`src/rtl/guard_timer.sv`:
```
module guard_timer #(
  parameter int PRE_W = 12,
  parameter int CNT_W = 8,
  parameter int TSEL_W = 3,
  parameter logic [CNT_W-1:0] FEED_A = 8'hA5,
  parameter logic [CNT_W-1:0] FEED_B = 8'h5A
) (
  input  logic             clk,
  input  logic             por_n,
  input  logic             osc_tick,
  input  logic             pwr_down,
  input  logic             wr_en,
  input  logic [1:0]       addr,
  input  logic [CNT_W-1:0] wr_data,
  output logic [CNT_W-1:0] rd_data,
  output logic             reset_req,
  output logic             irq
);
  localparam logic [TSEL_W-1:0] TMAX = '1;
  localparam int FLAG_B = TSEL_W + 3;

  logic              run, wd_mode, src_osc, irq_q, armed, rst_q;
  logic [TSEL_W-1:0] tap;
  logic [CNT_W-1:0]  reload, cnt;
  logic [PRE_W-1:0]  pre, tap_mask;
  logic              wr_ctrl, wr_rel, wr_feed, feed_ok, tick, dec, uflow;

  assign wr_ctrl  = wr_en && addr == 2'd0;
  assign wr_rel   = wr_en && addr == 2'd1;
  assign wr_feed  = wr_en && addr == 2'd2;
  assign feed_ok  = wr_feed && armed && wr_data == FEED_B;

  assign tick     = run && (src_osc ? osc_tick : !pwr_down);
  assign tap_mask = {PRE_W{1'b1}} >> (TMAX - tap);
  assign dec      = tick && ((pre & tap_mask) == tap_mask);
  assign uflow    = dec && cnt == '0;

  always_ff @(posedge clk or negedge por_n)
    if (!por_n) begin
      run     <= 1'b0;
      wd_mode <= 1'b1;
      src_osc <= 1'b0;
      tap     <= '0;
      reload  <= '1;
    end else begin
      if (wr_ctrl) begin
        run     <= wr_data[0];
        wd_mode <= wr_data[1];
        src_osc <= wr_data[2];
        tap     <= wr_data[3 +: TSEL_W];
      end
      if (wr_rel) reload <= wr_data;
    end

  always_ff @(posedge clk or negedge por_n)
    if (!por_n) irq_q <= 1'b0;
    else if (uflow && !wd_mode) irq_q <= 1'b1;
    else if (wr_ctrl && !wr_data[FLAG_B]) irq_q <= 1'b0;

  always_ff @(posedge clk or negedge por_n)
    if (!por_n) armed <= 1'b0;
    else if (wr_en) armed <= wr_feed && wr_data == FEED_A;

  always_ff @(posedge clk or negedge por_n)
    if (!por_n) pre <= '0;
    else if (feed_ok) pre <= '0;
    else if (tick) pre <= pre + 1'b1;

  always_ff @(posedge clk or negedge por_n)
    if (!por_n) cnt <= '1;
    else if (feed_ok || uflow) cnt <= reload;
    else if (dec) cnt <= cnt - 1'b1;

  always_ff @(posedge clk or negedge por_n)
    if (!por_n) rst_q <= 1'b0;
    else rst_q <= uflow && wd_mode;

  assign reset_req = rst_q;
  assign irq       = irq_q;

  always_comb
    case (addr)
      2'd0:    rd_data = CNT_W'({irq_q, tap, src_osc, wd_mode, run});
      2'd1:    rd_data = reload;
      2'd2:    rd_data = cnt;
      default: rd_data = '0;
    endcase
endmodule


```
`config.mk`:
```
export PLATFORM = sky130hd
export DESIGN_NAME = guard_timer
export DESIGN_NICKNAME = d
export VERILOG_FILES = /design/src/rtl/guard_timer.sv
export SDC_FILE = /design/constraint.sdc
export NUM_CORES = 1
export LEC_CHECK = 0
export BUFFER_PORTS_ARGS = -buffer_cell sky130_fd_sc_hd__buf_2
export CORE_ASPECT_RATIO = 2
export CORE_UTILIZATION = 40
export CTS_BUF_LIST = sky130_fd_sc_hd__clkbuf_8
export DETAILED_ROUTE_END_ITERATION = 7
export HOLD_SLACK_MARGIN = 0.08
export PLACE_DENSITY = 0.62
export SLEW_MARGIN = 20
export SYNTH_ARGS = -nofsm -noshare
export SYNTH_HDL_FRONTEND = slang
export SYNTH_SLANG_ARGS = --single-unit
```
`constraint.sdc`:
```
create_clock -name clk -period 1.7 [get_ports clk]
set_input_delay 0.17 -clock clk [delete_from_list [all_inputs] [get_ports clk]]
set_output_delay 0.17 -clock clk [all_outputs]
set_load 0.01 [all_outputs]
```
After elaboration in Yosys (flattened, before gate mapping). Index checks and enable logic that the tools add are counted.

Register bits after elaboration: 37. Input bits: 15.

Add/sub/neg operators: 3. Equality and inequality tests: 5. Shifts and indexed selects: 1. Muxes and demuxes: 8. Bitwise gates (word level): 1. Reduce and logical (&&, ||, !) cells: 21.

Operators with widths (count): $mux W12 (2); $pmux W8 S3 (1); $mux W8 (2); $add A12 B1 Y12 const B (1); $and A12 B12 Y12 (1); $eq A12 B12 Y1 (1); $logic_and A1 B1 Y1 (12); $shr A12 B3 Y12 const A (1); $eq A8 B7 Y1 const B (1); $eq A8 B8 Y1 const B (1); $logic_not A8 Y1 (1); $sub A8 B1 Y8 const B (1); $reduce_bool A2 Y1 (3); $logic_not A1 Y1 (3); $mux W1 (3); $sub A3 B3 Y3 const A (1); $eq A2 B1 Y1 const B (1); $eq A2 B2 Y1 const B (1); $logic_not A2 Y1 (1); $logic_or A1 B1 Y1 (1).

Depth between registers and ports, before layout.
Word-level depth: 8. Mapped depth: 7. Depth with buffers taken out: 7.

Worst setup path after synthesis. No wires, ideal clock.

Path type: reg2reg. From: register tap[2]. To: register cnt[3]. Library setup time: 0.079 ns. Arrival time: 1.671 ns. Required time: 1.621 ns. Setup slack: -0.049 ns. Stages on the path, launching flop included: 7. Path buffers: 1. Cells stage by stage: dfrtp_1 -> nand2b_1 -> a21boi_0 -> a2111o_1 -> buf_6 -> or3_1 -> o211a_1.

Cells in the longest elaborated chain, start to end: 8. Elaborated cells on any way between the ends: 9.

RTL lines: from (decl) (line 23) `logic [TSEL_W-1:0] tap;`; from (signal assigned) (line 50) `tap <= wr_data[3 +: TSEL_W];`; $sub A3 B3 Y3 (*) (line 34) `assign tap_mask = {PRE_W{1'b1}} >> (TMAX - tap);`; $shr A12 B3 Y12 (*) (line 34); $and A12 B12 Y12 (line 35) `assign dec = tick && ((pre & tap_mask) == tap_mask);`; $eq A12 B12 Y1 (*) (line 35); $logic_and A1 B1 Y1 (*) (line 35); $logic_and A1 B1 Y1 (line 36) `assign uflow = dec && cnt == '0;`; $logic_or A1 B1 Y1 (line 71) `else if (feed_ok || uflow) cnt <= reload;`; $mux W8 / $reduce_bool A2 Y1 (equally long branches); to (signal assigned) (line 71); to (signal assigned) (line 72) `else if (dec) cnt <= cnt - 1'b1;`; to (decl) (line 24) `logic [CNT_W-1:0] reload, cnt;`.

Mark *: on every way between the ends. The rest lies on a longest branch, timed or not. A chain may end at the register's enable or synchronous reset.

Worst setup path after layout.
From: register cnt[6]. To: register cnt[0].

Cells in the longest elaborated chain, start to end: 4. Elaborated cells on any way between the ends: 5.

RTL lines (line): $logic_not A8 Y1 (*) (36); $logic_and A1 B1 Y1 (*) (36); $logic_or A1 B1 Y1 (*) (71); $mux W8 / $reduce_bool A2 Y1 (equally long branches).

Marked as above.

==> results_dict.tcl <==
set metrics [dict create \
    status "complete, but fails checks" \
    violations "negative setup slack" \
    vias 2021 \
    overflow 0 \
    synth_area_um2 2150 \
    clkLatencyLatePin_ns 0.30 \
    antenna_cells 0 \
    clk_pin_slew_ns 0.08 \
    die_h_um 106 \
    yosys_register_bits 37 \
    finalPower_w 0.00237 \
    synth_top_cell_area_share_pct 23.3 \
    synth_top_family_by_area "simple AND/OR/NAND/NOR gates" \
    cp.arrival_ns 1.99 \
    syn_inst 216 \
    grt_use_met3_pct 3.90 \
    ys.flop_type "dfrtp_1" \
    peakVddDrop_uv 961 \
    gr-max-usage-layer "met2" \
    design_area_um2 2940 \
    wl_per_cell_um 18.3 \
    p_sw_share_pct 32.0 \
    routed_via_density 5.79 \
    leakage_nw 1.27 \
    hold_class "in -> reg" \
    slew_viol_final 0 \
    worstPathRequired_ns 1.92 \
    ant_nets 0 \
    grt_use_total_pct 25.3 \
    cts_buffers 5 \
    grt_max_degree 23 \
    drt-initial-drc-count 38 \
    finalSetupViolCount 3 \
    cts.sink_count 37 \
    power.switching_w 0.000758 \
    first_global_vias 2052 \
    yosys.area_share.simple_pct 21.1 \
    relSlewSlack_pct 68.6 \
    gp_congestion 0.974 \
    pre_cts_slack_ns -0.113 \
    worst_slew_pin_slew_ns 0.469 \
    end_kind "flop" \
    synth.mux.area_fraction_pct 11.1 \
    met2_usage_pct 44.4 \
    reg2reg_setup_slack_ns -0.07 \
    worst-path-max-fanout 5 \
    root_buffer "clkbuf_8" \
    synth_edf_count 0 \
    syn-num-nets 233 \
    areaGrowthSynthToFinish_pct 36.8 \
    synth_cell_type_count 52 \
    max_freq_ghz 0.565 \
    hpwl_um 4830 \
    grt_antenna_before_repair 0 \
    drc_errors 0 \
    finalCritPeriodShare_pct 104 \
    grt_setup_unrepaired "yes" \
    cts_tree "done" \
    core_area_um2 5140 \
    power_frac_comb_pct 23.8 \
    clkPwrFrac_pct 27.5 \
    start_util_pct 41.8 \
    htreeDepth 2 \
    nFillCells 475 \
    power.density_nw_per_um2 805 \
    skew_ns 0.00784 \
    design.die.area_um2 5690 \
    synth_area_per_cell_um2 9.95 \
    firstDrtPassIters 4 \
    clock_path_buffers 2 \
    synthXorXnorAreaFrac_pct 2.85 \
    synthTopCellsByArea "dfrtp_1, dfstp_2, mux2_2" \
    min_period_ns 1.77 \
    start_kind "flop" \
    hold_violations 0 \
    drive_gt1_share_pct 47.1 \
    portBuffers 24 \
    fin_nets 307 \
    synth_top_cells_by_count "dfrtp_1, o21ai_0, dfstp_2" \
    grt_pass1_wl_um 10100 \
    grt.met1_usage_pct 25.9 \
    synth-async-reset-ratio_pct 100 \
    ys_seq_area_share_pct 44.1 \
    routed_wl_um 6400 \
    yosysMostFrequentCell "dfrtp_1" \
    worstSetupPathType "reg -> reg" \
    worst_slack_ns -0.0688 \
    die_w_um 53.8 \
    seqPwrFrac_pct 48.7 \
    p_int_w 0.00161 \
    ios 25 \
    synth_fa_ha_area_share_pct 1.16 \
    synth_compound_area_share_pct 15.9 \
    maxCapViolations 0 \
    row_count 37 \
    dpl_cell_area_um2 2670 \
    ys_warn_count 0 \
    yosys.area.top_type "dfrtp_1" \
]
worst max-delay path, stage by stage (launching register included):
cell,delay [ns]
dfstp_2,0.38
or2_2,0.35
or3_4,0.46
or3_1,0.32
o21ai_1,0.11
nor3_1,0.07
registers in the layout, indices dropped and copies added, names as in the netlist:
register	count
armed	1
tap	3
wd_mode	1
reload	8
irq	1
run	1
reset_req	1
pre	12
src_osc	1
cnt	8
stage by stage:
| step | hold WS, ns | std cells | utilization, % | setup TNS [ns] |
|---|---|---|---|---|
| global route | 0.135 | 349 | 57.2 | -0.648 |
| CTS | 0.108 | 348 | 55.8 | -0.0970 |
| floorplan | -0.126 | 216 | - | 0 |
| finish | 0.117 | 349 | 57.2 | -0.0856 |
| detailed placement | 0.116 | 336 | 51.9 | -0.412 |
| global placement | 0.112 | 336 | 51.9 | -0.284 |
final timing paths:
| path | start | endpoint | depth (start not counted) |
|---|---|---|---|
| worst max-delay path | cnt[6] | cnt[0] | 5 |
| worst min register to register | reload[4] | cnt[4] | 2 |
| worst min-delay path | wr_en | armed | 2 |
| max in group asynchronous | por_n | cnt[7] | 3 |
| min in group asynchronous | por_n | pre[3] | 2 |
| worst max register to register | cnt[6] | cnt[0] | 5 |
area by class of cell:
cell class	instances	area, um2	area share, %
Multi-Input combinational cell	160	1260	43.0
Sequential cell	37	948	32.3
Timing Repair Buffer	76	526	17.9
Tap cell	58	72.6	2.47
Clock buffer	5	68.8	2.34
Inverter	10	37.5	1.28
Clock inverter	3	22.5	0.766
cells by family (layout without fill, tap and decap cells):
kind of cell / count (synthesis) / in the layout
simple gates: 82 / 82
compound gates: 47 / 47
flops: 37 / 37
mux: 22 / 22
buf+inv: 19 / 94
xor+xnor: 7 / 7
fa+ha+maj: 2 / 2
routing by layer:
metal  vias to the layer above  share of wire, %
li1                        944                 -
met1                      1001                36
met2                        49                58
met3                        27               2.0
met4                         0               4.6
met5                         -                 0
repair_timing:
action / 4_1_cts / 5_1_grt
endpoints found under the hold margin: 9 / 0
buffers inserted: 3 / 1
resized for setup: 16 / 11
setup endpoints to repair: 10 / 10
hold buffers: 1 / 0
pin swaps: 4 / 3
layout by cell type, fill, tap and decap left out, drive strengths merged, types with 2 or more instances in the layout:
| cell | Yosys | layout |
|---|---|---|
| nand2 | 16 | 16 |
| a21oi | 8 | 8 |
| and4 | 2 | 2 |
| xor2 | 5 | 5 |
| o21ai | 18 | 18 |
| clkbuf | 4 | 5 |
| mux2i | 8 | 8 |
| mux2 | 14 | 14 |
| buf | 5 | 75 |
| nand4 | 3 | 3 |
| and2 | 3 | 3 |
| nand2b | 5 | 5 |
| or3 | 8 | 8 |
| xnor2 | 2 | 2 |
| nor2 | 16 | 16 |
| a311oi | 2 | 2 |
| clkinvlp | 0 | 3 |
| nor4bb | 4 | 4 |
| inv | 10 | 10 |
| ha | 2 | 2 |
| nor4 | 2 | 2 |
| o41ai | 2 | 2 |
| dfstp | 17 | 17 |
| nor3 | 6 | 6 |
| a2111oi | 2 | 2 |
| and3 | 2 | 2 |
| nand3 | 9 | 9 |
| dfrtp | 20 | 20 |
power groups by stage:
stage	Clock [W]	Combinational (W)	Sequential [W]
final	0.000651	0.000564	0.00115
after global routing	0.000698	0.000613	0.00117
after CTS	0.000678	0.000557	0.00115
after detailed placement	0	0.000531	0.00116
after global placement	0	0.000518	0.00115
after floorplan	0	0.000329	0.00114
Note: power is estimated with default switching activity, not from simulation.
